File: src/rtl/vseq_pkg.sv
package vseq_pkg;
    localparam int DW    = 32;
    localparam int AW    = 32;
    localparam int LENW  = 16;
    localparam int NREG  = 8;
    localparam int RIW   = $clog2(NREG);
    localparam int NSTEP = 8;
    localparam int SIW   = $clog2(NSTEP);
    localparam int TAGW  = RIW + 1;

    // operand source codes (0..NREG-1 are registers)
    localparam logic [3:0] SRC_LANE0 = 4'd8;
    localparam logic [3:0] SRC_LANE1 = 4'd9;
    localparam logic [3:0] SRC_SCA   = 4'd10;
    localparam logic [3:0] SRC_SCB   = 4'd11;

    // host write map
    localparam logic [3:0] HA_LEN  = 4'd0;
    localparam logic [3:0] HA_SRC  = 4'd1;
    localparam logic [3:0] HA_DST  = 4'd2;
    localparam logic [3:0] HA_SCA  = 4'd3;
    localparam logic [3:0] HA_SCB  = 4'd4;
    localparam logic [3:0] HA_CNT  = 4'd5;
    localparam logic [3:0] HA_GO   = 4'd6;

    typedef struct packed {
        logic [3:0]     op;
        logic [3:0]     sa;
        logic [3:0]     sb;
        logic [RIW-1:0] dst;
        logic           to_out;
    } step_t;

    typedef struct packed {
        logic [RIW-1:0] dst;
        logic           to_out;
    } tag_t;

    function automatic logic is_reg(input logic [3:0] s);
        return !s[3];
    endfunction

    function automatic logic [SIW-1:0] last_of(input logic [3:0] v);
        if (v == 4'd0) return '0;
        if (int'(v) > NSTEP) return SIW'(NSTEP - 1);
        return SIW'(v - 4'd1);
    endfunction

    function automatic logic [DW-1:0] pick(
        input logic [3:0]                s,
        input logic [NREG-1:0][DW-1:0]   r,
        input logic [2*DW-1:0]           lanes,
        input logic [DW-1:0]             sca,
        input logic [DW-1:0]             scb
    );
        if (is_reg(s)) return r[s[RIW-1:0]];
        case (s)
            SRC_LANE0: return lanes[DW-1:0];
            SRC_LANE1: return lanes[2*DW-1:DW];
            SRC_SCA:   return sca;
            SRC_SCB:   return scb;
            default:   return '0;
        endcase
    endfunction
endpackage

File: src/rtl/vseq_cfg.sv
module vseq_cfg
    import vseq_pkg::*;
(
    input  logic              clk,
    input  logic              rst,
    input  logic              we,
    input  logic [3:0]        addr,
    input  logic [DW-1:0]     wdata,
    input  logic              busy,
    output logic              go,
    output logic [LENW-1:0]   len,
    output logic [AW-1:0]     src_base,
    output logic [AW-1:0]     dst_base,
    output logic [DW-1:0]     sca,
    output logic [DW-1:0]     scb,
    output logic [SIW-1:0]    last_step,
    output step_t             prog [NSTEP]
);
    logic acc;
    assign acc = we && !busy;
    assign go  = acc && (addr == HA_GO);

    always_ff @(posedge clk) begin
        if (rst) begin
            len       <= '0;
            src_base  <= '0;
            dst_base  <= '0;
            sca       <= '0;
            scb       <= '0;
            last_step <= '0;
            for (int i = 0; i < NSTEP; i++) prog[i] <= '0;
        end else if (acc) begin
            if (addr[3]) begin
                prog[addr[SIW-1:0]] <= step_t'(wdata[$bits(step_t)-1:0]);
            end else begin
                case (addr)
                    HA_LEN: len       <= wdata[LENW-1:0];
                    HA_SRC: src_base  <= wdata;
                    HA_DST: dst_base  <= wdata;
                    HA_SCA: sca       <= wdata;
                    HA_SCB: scb       <= wdata;
                    HA_CNT: last_step <= last_of(wdata[3:0]);
                    default: ;
                endcase
            end
        end
    end
endmodule

File: src/rtl/vseq_rf.sv
module vseq_rf
    import vseq_pkg::*;
(
    input  logic                    clk,
    input  logic                    rst,
    input  logic                    iss,
    input  logic [RIW-1:0]          iss_dst,
    input  logic                    ret,
    input  logic [RIW-1:0]          ret_dst,
    input  logic [DW-1:0]           ret_data,
    output logic [NREG-1:0][DW-1:0] regs,
    output logic [NREG-1:0]         pend
);
    always_ff @(posedge clk) begin
        if (rst) begin
            regs <= '0;
            pend <= '0;
        end else begin
            if (ret) regs[ret_dst] <= ret_data;
            for (int i = 0; i < NREG; i++) begin
                if (iss && iss_dst == RIW'(i))      pend[i] <= 1'b1;
                else if (ret && ret_dst == RIW'(i)) pend[i] <= 1'b0;
            end
        end
    end
endmodule

File: src/rtl/vseq_issue.sv
module vseq_issue
    import vseq_pkg::*;
#(
    parameter int FLW = 8
) (
    input  logic                    clk,
    input  logic                    rst,
    input  logic                    go,
    input  logic [LENW-1:0]         len,
    input  logic [SIW-1:0]          last_step,
    input  step_t                   prog [NSTEP],
    input  logic [DW-1:0]           sca,
    input  logic [DW-1:0]           scb,
    input  logic [NREG-1:0][DW-1:0] regs,
    input  logic [NREG-1:0]         pend,
    input  logic                    rd_valid,
    input  logic [2*DW-1:0]         rd_data,
    input  logic                    hold,
    input  logic                    ret,
    output logic                    issue,
    output step_t                   cur,
    output logic [DW-1:0]           opa,
    output logic [DW-1:0]           opb,
    output logic                    rd_pop,
    output logic                    busy,
    output logic                    done
);
    logic [LENW-1:0] elem;
    logic [SIW-1:0]  sidx;
    logic [2*DW-1:0] lanes_q, lanes;
    logic [FLW-1:0]  inflight;
    logic            first, conflict, more, finish;

    assign cur   = prog[sidx];
    assign first = (sidx == '0);
    assign lanes = first ? rd_data : lanes_q;

    assign conflict = (is_reg(cur.sa) && pend[cur.sa[RIW-1:0]])
                   || (is_reg(cur.sb) && pend[cur.sb[RIW-1:0]])
                   || pend[cur.dst];
    assign more   = busy && (elem != len);
    assign issue  = more && (!first || rd_valid) && !conflict && !hold;
    assign rd_pop = issue && first;
    assign finish = busy && !more && (inflight == '0);

    assign opa = pick(cur.sa, regs, lanes, sca, scb);
    assign opb = pick(cur.sb, regs, lanes, sca, scb);

    always_ff @(posedge clk) begin
        if (rst) begin
            busy     <= 1'b0;
            done     <= 1'b0;
            elem     <= '0;
            sidx     <= '0;
            lanes_q  <= '0;
            inflight <= '0;
        end else begin
            done <= 1'b0;
            if (!busy) begin
                if (go) begin
                    busy <= 1'b1;
                    elem <= '0;
                    sidx <= '0;
                end
            end else if (finish) begin
                busy <= 1'b0;
                done <= 1'b1;
            end
            if (issue) begin
                if (first) lanes_q <= rd_data;
                if (sidx == last_step) begin
                    sidx <= '0;
                    elem <= elem + LENW'(1);
                end else begin
                    sidx <= sidx + SIW'(1);
                end
            end
            case ({issue, ret})
                2'b10:   inflight <= inflight + FLW'(1);
                2'b01:   inflight <= inflight - FLW'(1);
                default: ;
            endcase
        end
    end
endmodule

File: src/rtl/vseq_top.sv
module vseq_top
    import vseq_pkg::*;
(
    input  logic              clk,
    input  logic              rst,
    input  logic              host_we,
    input  logic [3:0]        host_addr,
    input  logic [DW-1:0]     host_wdata,
    input  logic [RIW-1:0]    host_raddr,
    output logic [DW-1:0]     host_rdata,
    output logic              busy,
    output logic              done,
    output logic [LENW-1:0]   xfer_len,
    output logic [AW-1:0]     src_base,
    output logic [AW-1:0]     dst_base,
    input  logic              rd_valid,
    input  logic [2*DW-1:0]   rd_data,
    output logic              rd_pop,
    input  logic              wf_full,
    output logic              wf_push,
    output logic [DW-1:0]     wf_data,
    output logic              op_valid,
    output logic [3:0]        op_code,
    output logic [DW-1:0]     op_a,
    output logic [DW-1:0]     op_b,
    output logic [TAGW-1:0]   op_tag,
    output logic              op_hold,
    input  logic              res_valid,
    input  logic [DW-1:0]     res_data,
    input  logic [TAGW-1:0]   res_tag
);
    logic                    go, ret;
    logic [DW-1:0]           sca, scb;
    logic [SIW-1:0]          last_step;
    step_t                   prog [NSTEP];
    step_t                   cur;
    tag_t                    rtag;
    logic [NREG-1:0][DW-1:0] regs;
    logic [NREG-1:0]         pend;

    assign rtag    = tag_t'(res_tag);
    assign op_hold = res_valid && rtag.to_out && wf_full;
    assign ret     = res_valid && !op_hold;
    assign wf_push = res_valid && rtag.to_out && !wf_full;
    assign wf_data = res_data;
    assign op_code = cur.op;
    assign op_tag  = {cur.dst, cur.to_out};
    assign host_rdata = regs[host_raddr];

    vseq_cfg u_cfg (
        .clk(clk), .rst(rst), .we(host_we), .addr(host_addr), .wdata(host_wdata),
        .busy(busy), .go(go), .len(xfer_len), .src_base(src_base), .dst_base(dst_base),
        .sca(sca), .scb(scb), .last_step(last_step), .prog(prog)
    );

    vseq_rf u_rf (
        .clk(clk), .rst(rst), .iss(op_valid), .iss_dst(cur.dst),
        .ret(ret), .ret_dst(rtag.dst), .ret_data(res_data),
        .regs(regs), .pend(pend)
    );

    vseq_issue u_iss (
        .clk(clk), .rst(rst), .go(go), .len(xfer_len), .last_step(last_step),
        .prog(prog), .sca(sca), .scb(scb), .regs(regs), .pend(pend),
        .rd_valid(rd_valid), .rd_data(rd_data), .hold(op_hold), .ret(ret),
        .issue(op_valid), .cur(cur), .opa(op_a), .opb(op_b),
        .rd_pop(rd_pop), .busy(busy), .done(done)
    );
endmodule

File: config.mk
export PLATFORM = sky130hd
export DESIGN_NAME = vseq_top
export DESIGN_NICKNAME = d
export VERILOG_FILES = /design/src/rtl/vseq_pkg.sv /design/src/rtl/vseq_cfg.sv /design/src/rtl/vseq_rf.sv /design/src/rtl/vseq_issue.sv /design/src/rtl/vseq_top.sv
export SDC_FILE = /design/constraint.sdc
export NUM_CORES = 2
export LEC_CHECK = 0
export BUFFER_PORTS_ARGS = -buffer_cell sky130_fd_sc_hd__buf_2
export CORE_ASPECT_RATIO = 0.8
export CORE_MARGIN = 2
export CORE_UTILIZATION = 47
export CTS_BUF_LIST = sky130_fd_sc_hd__clkbuf_4 sky130_fd_sc_hd__clkbuf_8
export DETAILED_ROUTE_END_ITERATION = 8
export PLACE_DENSITY = 0.75
export SLEW_MARGIN = 20
export SYNTH_ARGS = -nofsm -noshare
export SYNTH_HDL_FRONTEND = slang
export SYNTH_SLANG_ARGS = --single-unit
File: constraint.sdc
create_clock -name clk -period 5.5 [get_ports clk]
set_input_delay 1.65 -clock clk [delete_from_list [all_inputs] [get_ports clk]]
set_output_delay 1.65 -clock clk [all_outputs]
set_load 0.03 [all_outputs]
Word-level counts from Yosys, hierarchy flattened

Cells that the tools add are included.

Add/sub/neg operators: 5
Magnitude comparators: 10
Equal/unequal tests: 33
Muxes and demuxes: 70
Bitwise gates (word level): 4
Reductions and logical operators: 69

Operators by type and width:

| cell                                                                 | count |
|---|---|
| 32-bit binary-select mux with 3-bit select                           | 3 |
| 256-bit bitwise mux                                                  | 1 |
| 32-bit one-hot mux with 4 select lines                               | 2 |
| 32-bit two-way mux                                                   | 6 |
| 128-bit bitwise mux                                                  | 1 |
| 16-bit two-way mux                                                   | 7 |
| 32-bit demux with 3-bit select                                       | 1 |
| 64-bit two-way mux                                                   | 1 |
| 16-bit binary-select mux with 3-bit select                           | 1 |
| 16-bit demux with 3-bit select                                       | 1 |
| 1-bit two-way mux                                                    | 34 |
| 1-bit logical AND                                                    | 33 |
| 4-bit == test, second input constant                                 | 8 |
| 3-bit == test, second input constant                                 | 8 |
| 3-bit two-way mux                                                    | 8 |
| 3-bit by 4-bit < comparator with 1-bit output, second input constant | 5 |
| 2-bit nonzero test                                                   | 10 |
| 3-bit AND reduction                                                  | 6 |
| 16-bit by 1-bit adder with 16-bit output, second input constant      | 1 |
| 16-bit inequality test                                               | 1 |
| 8-bit one-hot mux with 2 select lines                                | 1 |
| 3-bit by 2-bit == test with 1-bit output, second input constant      | 4 |
| 4-bit by 3-bit == test with 1-bit output, second input constant      | 3 |
| 1-bit binary-select mux with 3-bit select                            | 3 |
| other kinds (24)                                                     | 42 |

Register bits after elaboration: 632
Output and inout port bits: 222
Logic and storage cells: 259

Logic depth before layout (Yosys ltp)

Depth after elaboration: 14
Depth in mapped cells: 29
Gate-level depth less buffers: 19

Hierarchy

Synthesis repeated with hierarchy kept, for this count alone.

Cell total of the unflattened synthesis: 4119
Area total of the unflattened synthesis: 36296.1 µm²

Modules (own cells, without submodules):

| module     | instances | cells an instance | area an instance (µm²) | seq. area each (µm²) |
|---|---|---|---|---|
| vseq_issue | 1         | 1931              | 12713.4                | 1861.8 |
| vseq_cfg   | 1         | 1095              | 10811.6                | 5505.3 |
| vseq_rf    | 1         | 943               | 10431.3                | 5285.1 |
| vseq_top   | 1         | 150               | 2339.7                 | 0.0 |

Worst setup path after synthesis

OpenSTA, ideal clock, no wires.

Path type: register to output
Start point: register u_iss.sidx[1]
End point: output port op_a[24]
Arrival: 3.656 ns
Path slack: 0.194 ns
Stages on the path, launching flop included: 17
Path buffers: 7
Cells stage by stage: dfxtp_1 -> buf_6 -> buf_6 -> buf_4 -> buf_4 -> buf_1 -> inv_1 -> ha_1 -> nor2b_1 -> buf_1 -> clkbuf_1 -> mux2i_1 -> a211oi_1 -> a21oi_1 -> o311ai_0 -> o21ai_0 -> o22ai_1

Cells in the longest elaborated chain, start to end: 7
Elaborated cells on any way between the ends: 14
Classes of those cells: 4 x eq/ne; 8 x mux; 1 x bitwise; 1 x reduce/logical

Ends and longest elaborated chain:

| item                                                                                | line                           | text |
|---|---|---|
| from (decl)                                                                         | vseq_issue.sv:29               | `logic [SIW-1:0] sidx;` |
| from (signal assigned)                                                              | vseq_issue.sv:75               | `sidx <= sidx + SIW'(1);` |
| 3-bit inverter with 4-bit output (not written as such)                              | vseq_issue.sv:34               | `assign cur = prog[sidx];` |
| 16-bit binary-select mux with 3-bit select                                          | vseq_issue.sv:34               |  |
| 16-bit two-way mux (not written as such) (2 in series)                              | vseq_issue.sv:34               |  |
| 4-bit == test / 32-bit binary-select mux with 3-bit select (equally long branches)  | vseq_pkg.sv:57, vseq_pkg.sv:56 |  |
| 32-bit one-hot mux with 4 select lines / 32-bit two-way mux (equally long branches) | vseq_pkg.sv:57, vseq_pkg.sv:56 |  |
| 32-bit two-way mux *                                                                | vseq_pkg.sv:57                 | `case (s)` |
| to (decl)                                                                           | vseq_top.sv:24                 | `output logic [DW-1:0] op_a,` |

Mark *: on every way between the ends. The rest lies on a longest branch, timed or not. The select of a mux whose other input is x is not followed.

Worst setup path after layout

Start point: register u_iss.sidx[0]
End point: output port op_b[27]

Cells in the longest elaborated chain, start to end: 7
Elaborated cells on any way between the ends: 14
Classes of those cells: 4 x eq/ne; 8 x mux; 1 x bitwise; 1 x reduce/logical

Ends and longest elaborated chain:

| item                                                                                | line                           | text |
|---|---|---|
| 3-bit inverter with 4-bit output (not written as such)                              | vseq_issue.sv:34               |  |
| 16-bit binary-select mux with 3-bit select                                          | vseq_issue.sv:34               |  |
| 16-bit two-way mux (not written as such) (2 in series)                              | vseq_issue.sv:34               |  |
| 4-bit == test / 32-bit binary-select mux with 3-bit select (equally long branches)  | vseq_pkg.sv:57, vseq_pkg.sv:56 |  |
| 32-bit one-hot mux with 4 select lines / 32-bit two-way mux (equally long branches) | vseq_pkg.sv:57, vseq_pkg.sv:56 |  |
| 32-bit two-way mux *                                                                | vseq_pkg.sv:57                 |  |
| to (decl)                                                                           | vseq_top.sv:25                 | `output logic [DW-1:0] op_b,` |

Marked as above.

==> flow_summary.ini <==
[detailed_routing]
num_vias = 36100
avgViaCountPerCell = 6.15
dr.pass1.iters = 8
drc = 0
first_iter_violations = 5400
wl_per_cell_um = 22.5
routed_wl_um = 132000
ant_nets = 0

[timing]
final.setup.worst_slack_ns = 0.00475
rsz0062_at_grt = yes
clock_skew_ns = 0.0570
drv_slew = 0
slew-limit-headroom_pct = 25.4
fin_crit_sh_pct = 99.9
max_freq_mhz = 182
worstMarginPinSlew_ns = 1.12
hold_violations = 0
setup_viol = 0
fin_crit_ns = 5.50

[layout]
drive_gt1_share_pct = 18.7
syn2layout_area_growth_pct = 15.8
final_cell_count_no_fill = 5872
final_nets = 4986
design_area_um2 = 39300

[global_route]
grt_pass1_vias = 32300
overflow = 0
grt_use_total_pct = 33.9
grt_max_degree = 178
grt_pass1_wl_um = 196000
antenna_found_initial = 13

[clock_network]
cts_buffers = 102
cts_tree = yes
clock_sinks = 632
root_buffer = clkbuf_8
htreeDepth = 3
cts_hold_buf = 0
clk_pin_slew_ns = 0.06
clockBufferDepth = 3
insertion_delay_ns = 0.78

[die]
row_count = 88
die_h_um = 244
die_x_um = 304
start_util_pct = 47.2
dieArea_um2 = 74300
core_um2 = 71800
ios = 367

[status]
status = complete, no violations

[synth]
synth-seq-cells = 632
yosys.area.top_type = dfxtp_1
ys_async_sr_fraction_pct = 0
ys_types = 63
synth_nets = 4818
seq_area_frac_synth_pct = 37.3
synth_flop_cell = dfxtp_1
syn_inst = 4666
yosys_warnings = 0
synth_top_area_share_pct = 37.3
synth_area_leaders = dfxtp_1 37%, nand2_1 18%, a21oi_1 8.4%, mux4_2 6.2%, clkbuf_1 3.7%
synth_edf_count = 0
postSynthAreaPerCell_um2 = 7.27
syn_area_um2 = 33900

[placed_design]
place.gp.congestion = 0.947
dpl.cell_count = 5649
placed_area_um2 = 36400
dp_slack_ns = 0.241
portBuffers = 366
hpwl_um = 85600

[worst_hold_path]
hold_depth = 2
hold_path_class = reg2reg

[critical_path]
max_stage_delay_ns = 0.55
crit_top_cell = buf_12
cp_max_fo = 33
start_kind = register
worstPathRequired_ns = 3.85
crit_path_end_kind = output pin
cp_slowest_cell = mux4_2
worstPathCellList = buf_6, mux4_2, mux2i_4, buf_12, buf_12, o211ai_1, o311ai_0, o21ai_0, o22ai_1, buf_2
path_class = reg2out
arrival_ns = 3.85
worstRegToRegCells = 18

[power_and_ir_drop]
power_density_nw_per_um2 = 266
leakage_nw = 15.1
peakVddDrop_mv = 0.216

[flow_run]
maxCapViolations = 0
-- state kept, by name (all words and copies together), names as in the netlist, 3 cells and up --
signal           count
u_cfg.len           16
u_cfg.sca           32
u_iss.lanes_q       64
u_cfg.scb           32
u_rf.pend            8
u_iss.elem          16
u_cfg.last_step      3
u_iss.sidx           3
u_cfg.prog         128
u_cfg.src_base      32
u_rf.regs          256
u_cfg.dst_base      32
u_iss.inflight       8
-- cell usage after synthesis, drive strengths merged (9+ instances only) --
master / instances
nand2: 1667
dfxtp: 632
a21oi: 566
clkbuf: 369
nor2: 189
o21ai: 147
nand3: 114
a211oi: 96
buf: 95
mux4: 93
mux2i: 90
o211ai: 87
and2: 73
mux2: 66
o22ai: 66
a31oi: 65
nor3: 34
nand2b: 26
xnor2: 23
inv: 21
a221oi: 17
o311ai: 16
nand4: 15
and3: 14
nor2b: 12
a32oi: 9
-- metal layers --
metal	vias up	share of wire, %	GRT usage, %
met5	-	0.065	0
met4	14	5.2	17.5
met3	446	14	10.6
met2	2547	41	47.4
met1	16900	40	46.6
li1	16200	-	-
-- worst max-delay path: cells and delay by family (launching register included) --
family | cells | cell delay (ns)
buffers and inverters | 4 | 0.98
AO/OA/AOI/OAI | 4 | 0.87
multiplexers | 2 | 0.73
flip-flops | 1 | 0.48
-- logic make-up after synthesis --
logic type	after synthesis	share of synthesized area [%]
simple gates	2177	26.0
fa+ha+maj	9	0.317
flops	632	37.3
compound gates	1086	18.5
xor+xnor	28	0.723
mux	249	11.0
buf+inv	485	6.06
-- power by group --
| group | switching (mW) | internal, mW |
|---|---|---|
| Combinational | 0.722 | 0.315 |
| Sequential | 0.0710 | 4.65 |
| Clock | 2.08 | 2.60 |
-- stage by stage --
step | total power, mW | hold slack, ns | utilization [%] | TNS, ns
detailed placement | 5.81 | 0.444 | 50.7 | 0
global route | 10.7 | 0.470 | 54.7 | -0.126
finish | 10.4 | 0.454 | 54.7 | 0
floorplan | 5.44 | 0.433 | - | 0
CTS | 10.4 | 0.453 | 54.4 | -0.00163
global placement | 5.80 | 0.439 | 50.7 | 0
-- final timing paths --
kind	from	endpoint	slack [ns]
hold / removal	u_cfg.dst_base[2]$_SDFFE_PP0P_	u_cfg.dst_base[2]$_SDFFE_PP0P_	0.45
hold reg to reg	u_cfg.dst_base[2]$_SDFFE_PP0P_	u_cfg.dst_base[2]$_SDFFE_PP0P_	0.45
setup / recovery	u_iss.sidx[0]$_SDFFE_PP0P_	op_b[27]	0.005
setup reg to reg	u_iss.sidx[0]$_SDFFE_PP0P_	u_iss.inflight[6]$_SDFFE_PP0P_	0.62
-- layout by cell type (no fill, tap or decap), drive strengths merged, types with 87 or more instances in the layout --
cell / n
dfxtp: 632
nor2: 189
mux4: 93
a21oi: 566
o211ai: 87
nand3: 114
mux2i: 90
nand2: 1667
clkbuf: 171
o21ai: 147
buf: 522
a211oi: 96
-- what timing repair did --
action,4_1_cts,5_1_grt
setup buffers,11,10
gates cloned,4,1
gates resized for setup,22,30
pin swaps,3,3
setup endpoints to repair,64,39
-- cell type report --
class,instances,area [um2]
fillers,6674,32500
multi-input cells,3549,19400
flip-flops and latches,632,12700
repair buffers,528,3540
clock buffers,169,2170
well taps,945,1180
clock inverters,23,208
inverters,21,78.8
diodes,5,12.5
Note: power is estimated with default switching activity, not from simulation.
